File: config.mk
export PLATFORM = sky130hd
export DESIGN_NAME = xint_pin_cond
export DESIGN_NICKNAME = d
export VERILOG_FILES = /design/src/rtl/xpc_pkg.sv /design/src/rtl/xpc_sync.sv /design/src/rtl/xpc_qualify.sv /design/src/rtl/xint_pin_cond.sv
export SDC_FILE = /design/constraint.sdc
export NUM_CORES = 1
export LEC_CHECK = 0
export BUFFER_PORTS_ARGS = -buffer_cell sky130_fd_sc_hd__buf_2
export CORE_AREA = 2 2 74 76
export DETAILED_ROUTE_END_ITERATION = 8
export DIE_AREA = 0 0 76 78
export PLACE_DENSITY_LB_ADDON = 0.2
export SLEW_MARGIN = 30
export SYNTH_ARGS = -nofsm -noshare
export SYNTH_HDL_FRONTEND = slang
export SYNTH_SLANG_ARGS = --single-unit
export TNS_END_PERCENT = 1
File: constraint.sdc
create_clock -name clk -period 2 [get_ports clk]
set_input_delay 0.1 -clock clk [delete_from_list [all_inputs] [get_ports clk]]
set_output_delay 0.1 -clock clk [all_outputs]
set_load 0.01 [all_outputs]
File: src/rtl/xpc_pkg.sv
package xpc_pkg;

    localparam int EXT_W   = 16;
    localparam int LO_TOP  = 3;
    localparam int MID_TOP = 7;
    localparam int NMI_W   = 2;
    localparam int BUS_W   = LO_TOP + 1;

    typedef enum logic [1:0] {
        GRP_LOW,
        GRP_MID,
        GRP_HIGH
    } pin_grp_e;

    typedef struct packed {
        logic [EXT_W-1:0] pend;
        logic             hp;
        logic [NMI_W-1:0] nmi_prev;
        logic [NMI_W-1:0] nmi_pulse;
        logic [BUS_W-1:0] bus_oe;
    } cond_state_t;

    localparam cond_state_t COND_RST = '{
        pend:      '0,
        hp:        1'b0,
        nmi_prev:  '1,
        nmi_pulse: '0,
        bus_oe:    '0
    };

    function automatic pin_grp_e grp_of(input int idx);
        if (idx <= LO_TOP)       return GRP_LOW;
        else if (idx <= MID_TOP) return GRP_MID;
        else                     return GRP_HIGH;
    endfunction

endpackage

File: src/rtl/xpc_sync.sv
module xpc_sync #(
    parameter int   W       = 1,
    parameter int   STAGES  = 2,
    parameter logic RST_VAL = 1'b1
) (
    input  logic         clk,
    input  logic         rst_n,
    input  logic [W-1:0] d,
    output logic [W-1:0] q
);

    logic [W-1:0] stage_d [STAGES];
    logic [W-1:0] stage_q [STAGES];

    always_comb begin
        stage_d[0] = d;
        for (int k = 1; k < STAGES; k++) begin
            stage_d[k] = stage_q[k-1];
        end
    end

    always_ff @(posedge clk or negedge rst_n) begin
        if (!rst_n) begin
            for (int k = 0; k < STAGES; k++) begin
                stage_q[k] <= {W{RST_VAL}};
            end
        end else begin
            for (int k = 0; k < STAGES; k++) begin
                stage_q[k] <= stage_d[k];
            end
        end
    end

    assign q = stage_q[STAGES-1];

endmodule

File: src/rtl/xpc_qualify.sv
module xpc_qualify
    import xpc_pkg::*;
(
    input  logic [EXT_W-1:0] pin_sync_n,
    input  logic [EXT_W-1:0] enable,
    input  logic             lo_gpio_sel,
    input  logic             mid_gpio_sel,
    input  logic             hi_gpio_in,
    input  logic             endpoint_mode,
    output logic [EXT_W-1:0] req
);

    logic allow_low;
    logic allow_mid;
    logic allow_high;

    // Group rules: low pins lose input role in endpoint or GPIO use,
    // mid pins when given to GPIO, high pins need GPIO-input setup.
    assign allow_low  = ~endpoint_mode & ~lo_gpio_sel;
    assign allow_mid  = ~mid_gpio_sel;
    assign allow_high = hi_gpio_in;

    for (genvar i = 0; i < EXT_W; i++) begin : g_pin
        localparam pin_grp_e GRP = grp_of(i);
        logic allow;
        if (GRP == GRP_LOW) begin : g_low
            assign allow = allow_low;
        end else if (GRP == GRP_MID) begin : g_mid
            assign allow = allow_mid;
        end else begin : g_high
            assign allow = allow_high;
        end
        assign req[i] = ~pin_sync_n[i] & enable[i] & allow;
    end

endmodule

File: src/rtl/xint_pin_cond.sv
module xint_pin_cond
    import xpc_pkg::*;
#(
    parameter int SYNC_STAGES = 2
) (
    input  logic             clk,
    input  logic             rst_n,
    input  logic [EXT_W-1:0] ext_irq_n,
    input  logic             hp_irq_n,
    input  logic [NMI_W-1:0] nmi_n,
    input  logic [EXT_W-1:0] irq_enable,
    input  logic             hp_enable,
    input  logic             lo_gpio_sel,
    input  logic             mid_gpio_sel,
    input  logic             hi_gpio_in,
    input  logic             endpoint_mode,
    input  logic [BUS_W-1:0] bus_irq_src,
    output logic [EXT_W-1:0] irq_pending,
    output logic             hp_req,
    output logic [NMI_W-1:0] nmi_abort,
    output logic [BUS_W-1:0] bus_irq_oe
);

    localparam int ALL_W = EXT_W + 1 + NMI_W;

    logic [ALL_W-1:0] pins_raw;
    logic [ALL_W-1:0] pins_sync;
    logic [EXT_W-1:0] ext_sync_n;
    logic             hp_sync_n;
    logic [NMI_W-1:0] nmi_sync_n;
    logic [EXT_W-1:0] qual_req;

    cond_state_t st_d;
    cond_state_t st_q;

    assign pins_raw = {nmi_n, hp_irq_n, ext_irq_n};

    // One shared chain, preset to the idle-high pin level.
    xpc_sync #(
        .W       (ALL_W),
        .STAGES  (SYNC_STAGES),
        .RST_VAL (1'b1)
    ) sync_i (
        .clk   (clk),
        .rst_n (rst_n),
        .d     (pins_raw),
        .q     (pins_sync)
    );

    assign ext_sync_n = pins_sync[EXT_W-1:0];
    assign hp_sync_n  = pins_sync[EXT_W];
    assign nmi_sync_n = pins_sync[ALL_W-1:EXT_W+1];

    xpc_qualify qual_i (
        .pin_sync_n    (ext_sync_n),
        .enable        (irq_enable),
        .lo_gpio_sel   (lo_gpio_sel),
        .mid_gpio_sel  (mid_gpio_sel),
        .hi_gpio_in    (hi_gpio_in),
        .endpoint_mode (endpoint_mode),
        .req           (qual_req)
    );

    always_comb begin
        st_d           = st_q;
        st_d.pend      = qual_req;
        st_d.hp        = ~hp_sync_n & hp_enable;
        st_d.nmi_prev  = nmi_sync_n;
        st_d.nmi_pulse = st_q.nmi_prev & ~nmi_sync_n;
        st_d.bus_oe    = {BUS_W{endpoint_mode}} & bus_irq_src;
    end

    always_ff @(posedge clk or negedge rst_n) begin
        if (!rst_n) begin
            st_q <= COND_RST;
        end else begin
            st_q <= st_d;
        end
    end

    assign irq_pending = st_q.pend;
    assign hp_req      = st_q.hp;
    assign nmi_abort   = st_q.nmi_pulse;
    assign bus_irq_oe  = st_q.bus_oe;

endmodule

==> results of run 1 <==
## cells in the final DEF (no fill, tap or decap), drive strengths merged
cell,netlist,final
clkbuf,0,13
bufinv,0,1
clkinv,0,2
dfstp,40,40
buf,22,69
dfrtp,23,23
and2,4,4
nor2b,3,3
dlygate4sd3,0,29
nor4b,4,4
nor3b,4,4
and3b,8,8
## what timing repair did
item                       CTS  global route
gates resized for setup      0             0
hold endpoints to repair    47             0
setup endpoints to repair    0             0
hold buffers                29             0
## power groups by stage
stage | combinational, uW | sequential, uW | clock [uW]
after floorplan | 51.0 | 1400 | 0
after global placement | 120 | 1400 | 0
after detailed placement | 125 | 1400 | 0
after CTS | 169 | 1380 | 1150
after global routing | 183 | 1390 | 1210
final | 166 | 1380 | 1110
## synthesized netlist by cell type
cell type	n	share of area [%]
and3b_1	8	3.5
dfstp_2	40	53
nor4b_1	4	1.8
buf_4	22	8.4
nor2b_1	3	0.95
dfrtp_1	23	29
and2_2	4	1.5
nor3b_1	4	1.5
## state kept, by name (all words and copies together), names as in the netlist
| signal | cells |
|---|---|
| hp_req | 1 |
| sync_i.q | 19 |
| st_q | 2 |
| sync_i.stage_d | 19 |
| irq_pending | 16 |
| bus_irq_oe | 4 |
| nmi_abort | 2 |
## routing by layer
| layer | GRT usage (%) | wire length, um | up-vias |
|---|---|---|---|
| met2 | 19.46 | 1621 | 49 |
| met1 | 14.45 | 1296 | 521 |
| li1 | - | - | 502 |
| met5 | 0 | 0 | - |
| met3 | 4.651 | 222 | 9 |
| met4 | 9.273 | 97 | 0 |
## stage by stage
step	hold slack [ns]	cells
floorplan	-0.1956	108
global placement	0.1468	225
detailed placement	0.1604	225
CTS	0.0002526	270
global route	0.004425	270
finish	0.01920	270
## kinds of logic (layout without fill, tap and decap cells)
| family | Yosys count | count (layout) | synth area share, % |
|---|---|---|---|
| DFF | 63 | 63 | 82.33 |
| buffers and inverters | 22 | 114 | 8.360 |
| and+or+nand+nor | 23 | 23 | 9.310 |
## final cells by class
type / count / area share, %
repair buffers: 98 / 23.59
flip-flops and latches: 63 / 58.98
clock buffers: 13 / 6.125
clock inverters: 3 / 1.452
well taps: 70 / 3.176
multi-input cells: 23 / 6.670
## critical path: stages
cell and delay [ns]:
dlygate4sd3_1 0.52, buf_2 0.54, buf_12 0.29
## how the worst min path moves through the flow
stage,to,cells past startpoint
floorplan,bus_irq_oe[0],0
global placement,irq_pending[7],1
detailed placement,nmi_abort[1],1
CTS,irq_pending[8],2
global route,irq_pending[5],2
finish,irq_pending[11],2
==> flow_summary_export.csv, run 1 <==
group,metric,value,unit
run_status,outcome,"complete, no violations",
clocking,path_clk_slew,0.06,ns
critical_path,endpoint,"sync_i.q[14]",
detailed_routing,routed_via_density,4.004,
timing,relSlewSlack,55.80,%
power,seq_power_share,52.1,%
clocking,clk_latency,0.32,ns
power,clkPwrFrac,41.7,%
synth,avgSynthCellArea,18.29,um2
flow_run,maxCapViolations,0,
floorplan,core,5042,um2
timing,fin_setup_tns,0,ns
synth,synth_area,1976,um2
critical_path,critPathKind,"in -> async",
layout,diodes,0,
timing,rsz0062_at_grt,"no",
critical_path,r2r_slack,1.21,ns
critical_path,cp.arrival,1.48,ns
power,p_leak,0.001347,uW
detailed_routing,wl,3239,um
floorplan,start_util,39.18,%
clocking,cts_root_buf,"clkbuf_8",
detailed_routing,drc,0,
power,power,2653,uW
global_routing,grt_antenna_before_repair,0,
timing,hold_viol_final,0,
timing,setup_viol,0,
timing,drv_slew,0,
critical_path,worstSetupEndpointType,"async pin",
critical_path,cp-startpoint,"rst_n",
floorplan,die_y,78,um
detailed_routing,wire_per_inst,12.00,um
synth,synth_seq_cells,63,
global_routing,grt_usage,12.61,%
place,portBuffers,68,
timing,clock.fmax,969.1,MHz
layout,num-fill-cells,418,
layout,fin_nets,241,
power,max-vdd-ir-drop,476.7,uV
floorplan,io_pins,69,
clocking,htreeDepth,3,
synth,netlist_instances,108,
global_routing,first_global_vias,1203,
clocking,cts_buffers,9,
layout,drive_gt1_share,64.00,%
layout,fin_area,2758,um2
global_routing,grt_max_degree,36,
place,hpwl,2160,um
power,swShare,19.48,%
detailed_routing,drt_iter0_drc,24,
place,placed_area,2258,um2
clocking,cts_sinks,63,
layout,area_growth,39.58,%
place,routabilityCongestion,0.6362,
critical_path,cp.required,2.45,ns
power,netSwitchingPower,516.7,uW
clocking,cts_setup_buffers,0,
timing,fin_crit_sh,51.60,%
place,pre_cts_slack,1.147,ns
synth,yosysUniqueCellTypes,8,
hold_path,hold_class,"in -> reg",
floorplan,design.die.area,5928,um2
critical_path,r2r_end,"irq_pending[12]",
clocking,clock_path_buffers,2,
floorplan,row_count,26,
detailed_routing,dr_total_vias,1081,
critical_path,reg2reg_depth,1,
detailed_routing,first_pass_iters,3,
layout,multi_input_area,183.9,um2
global_routing,grt_pass1_wl,5492,um
power,p_comb_share,6.2,%
synth,ys_seq_area_share,82.33,%
detailed_routing,drt.antenna.violating_nets,0,
hold_path,hold_start,"irq_enable[11]",
synth,synth_nets,154,
timing,post-route-min-period,1.032,ns
layout,register_area,1627,um2
critical_path,worstPathMaxFanout,35,
floorplan,die_w,76,um
global_routing,overflow,0,
timing,tightest_slew,0.6630,ns
layout,final_util,54.69,%
critical_path,worstSetupStartpointType,"input port",
clocking,tritoncts,"yes",
power,power.internal,2137,uW
timing,final.setup_skew,0.004868,ns
timing,setup_ws,0.9681,ns
synth,ys_warn_count,0,
power,power_density,962.2,nW/um2
critical_path,crit-reg2reg-launch,"sync_i.q[12]",
Power figures use the tool's default switching activity.
==> run 2, diff against run 1 <==
clock period = 1.05 ns   (was 2 ns; I/O delays follow)
==> run 2 against run 1 <==
Against the previous run: die area stayed put; clock-buffer cell count is 2 higher; global-route usage is 0.15 points higher; sequential power is 91% higher; clock power is 55% higher; design area is 3.7% higher; critical path type is now in -> reg.
==> flow_summary_export.csv, run 2 (synthesis results as in run 1) <==
group,metric,value,unit
detailed_routing,m1WireLength,1262,um
layout,fin_area,2860,um2
global_routing,grt_usage,12.76,%
critical_path,critPathKind,"in -> reg",
timing,rsz0062_at_grt,"no",
layout,drive_gt1_share,57.67,%
floorplan,die_w,76,um
floorplan,core,5042,um2
clocking,cts_sinks,63,
critical_path,cp.required,1.25,ns
timing,final.setup_skew,0.004908,ns
detailed_routing,dr_total_vias,1149,
detailed_routing,wl,3355,um
global_routing,grt_max_degree,64,
timing,fin_crit_sh,85.03,%
run_status,outcome,"complete, no violations",
place,hpwl,1942,um
flow_run,maxCapViolations,0,
layout,mostFrequentLayoutCells,"buf_2 (68), dlygate4sd3_1 (44), dfstp_2 (40)",
floorplan,start_util,39.18,%
detailed_routing,wl_met3,190,um
timing,tightest_slew,0.3173,ns
power,max-vdd-ir-drop,1371,uV
critical_path,r2r_end,"irq_pending[8]",
critical_path,worstSetupEndpointType,"flip-flop",
detailed_routing,drt_iter0_drc,18,
layout,diodes,0,
critical_path,worstPathMaxFanout,8,
detailed_routing,first_pass_iters,2,
clocking,path_clk_slew,0.06,ns
detailed_routing,wire_per_inst,11.77,um
clocking,clk_latency,0.32,ns
detailed_routing,drt.antenna.violating_nets,0,
clocking,cts_resized,0,
critical_path,r2r_slack,0.26,ns
detailed_routing,routed_via_density,4.032,
hold_path,worstHoldEndpoint,"irq_pending[15]",
place,portBuffers,68,
critical_path,worstSetupStartpointType,"input port",
critical_path,reg2reg_depth,1,
global_routing,overflow,0,
hold_path,holdPathStages,2,
layout,fin_nets,256,
clocking,cts_root_buf,"clkbuf_8",
detailed_routing,route.met2.wl,1792,um
layout,final_common_cell,"buf_2",
floorplan,design.die.area,5928,um2
power,power_density,1645,nW/um2
critical_path,crit-reg2reg-launch,"sync_i.q[8]",
timing,setup_viol,0,
global_routing,grt_pass1_wl,5651,um
clocking,cts_buffers,9,
timing,drv_slew,0,
layout,area_growth,44.77,%
clocking,clock_path_buffers,2,
detailed_routing,top_layer_used,"met4",
place,placed_area,2258,um2
timing,hold_viol_final,0,
clocking,htreeDepth,3,
timing,holdWs,0.08058,ns
floorplan,row_count,26,
hold_path,hold_class,"in -> reg",
critical_path,cp.arrival,1.09,ns
floorplan,io_pins,69,
detailed_routing,drc,0,
place,routabilityCongestion,0.6398,
timing,clock.fmax,1120,MHz
global_routing,grt_antenna_before_repair,0,
timing,relSlewSlack,78.84,%
timing,fin_setup_tns,0,ns
power,p_leak,0.001382,uW
timing,post-route-min-period,0.8928,ns
global_routing,first_global_vias,1331,
clocking,tritoncts,"yes",
hold_path,hold_start,"hi_gpio_in",
floorplan,die_y,78,um
[run 2: through the flow]
stage | utilization (%) | setup WS (ns) | instances | total power [uW]
floorplan | - | 0.2908 | 108 | 2761
global placement | 44.79 | 0.2859 | 225 | 2893
detailed placement | 44.79 | 0.2697 | 225 | 2907
CTS | 56.72 | 0.1453 | 285 | 4783
global route | 56.72 | 0.1229 | 285 | 4967
finish | 56.72 | 0.1572 | 285 | 4706
[run 2: where the power goes]
group | internal [uW] | leakage, uW | switching (uW)
registers | 2600 | 0.000727 | 30.4
clock network | 922 | 0.0000817 | 794
logic | 221 | 0.000573 | 136
total | 3750 | 0.00138 | 960
[run 2: repair_timing]
| action | 4_1_cts | 5_1_grt |
|---|---|---|
| setup buffers | 0 | 0 |
| hold buffers | 44 | 0 |
| endpoints found under the hold margin | 84 | 0 |
[run 2: cell type report]
class | instances | area, um2
Clock buffer | 15 | 156.4
Clock inverter | 1 | 5.005
Fill cell | 413 | 2182
Multi-Input combinational cell | 23 | 183.9
Sequential cell | 63 | 1627
Tap cell | 70 | 87.58
Timing Repair Buffer | 113 | 800.8
[run 2: worst max-delay path by stage]
stage / start / endpoint
after floorplan: sync_i.q[10] / irq_pending[10]
after global placement: sync_i.q[10] / irq_pending[10]
after detailed placement: sync_i.q[8] / irq_pending[8]
after CTS: nmi_abort[1] / nmi_abort[1]
after global routing: nmi_abort[1] / nmi_abort[1]
final: endpoint_mode / irq_pending[0]
[run 2: metal layers]
metal	vias to the layer above	track usage, %
met3	12	4.186
met4	0	9.818
met1	557	12.90
met5	-	0
met2	49	21.88
li1	531	-
[run 2: worst max-delay path: stages]
cell and delay (ns):
dlygate4sd3_1 0.54, buf_2 0.16, nor4b_1 0.33
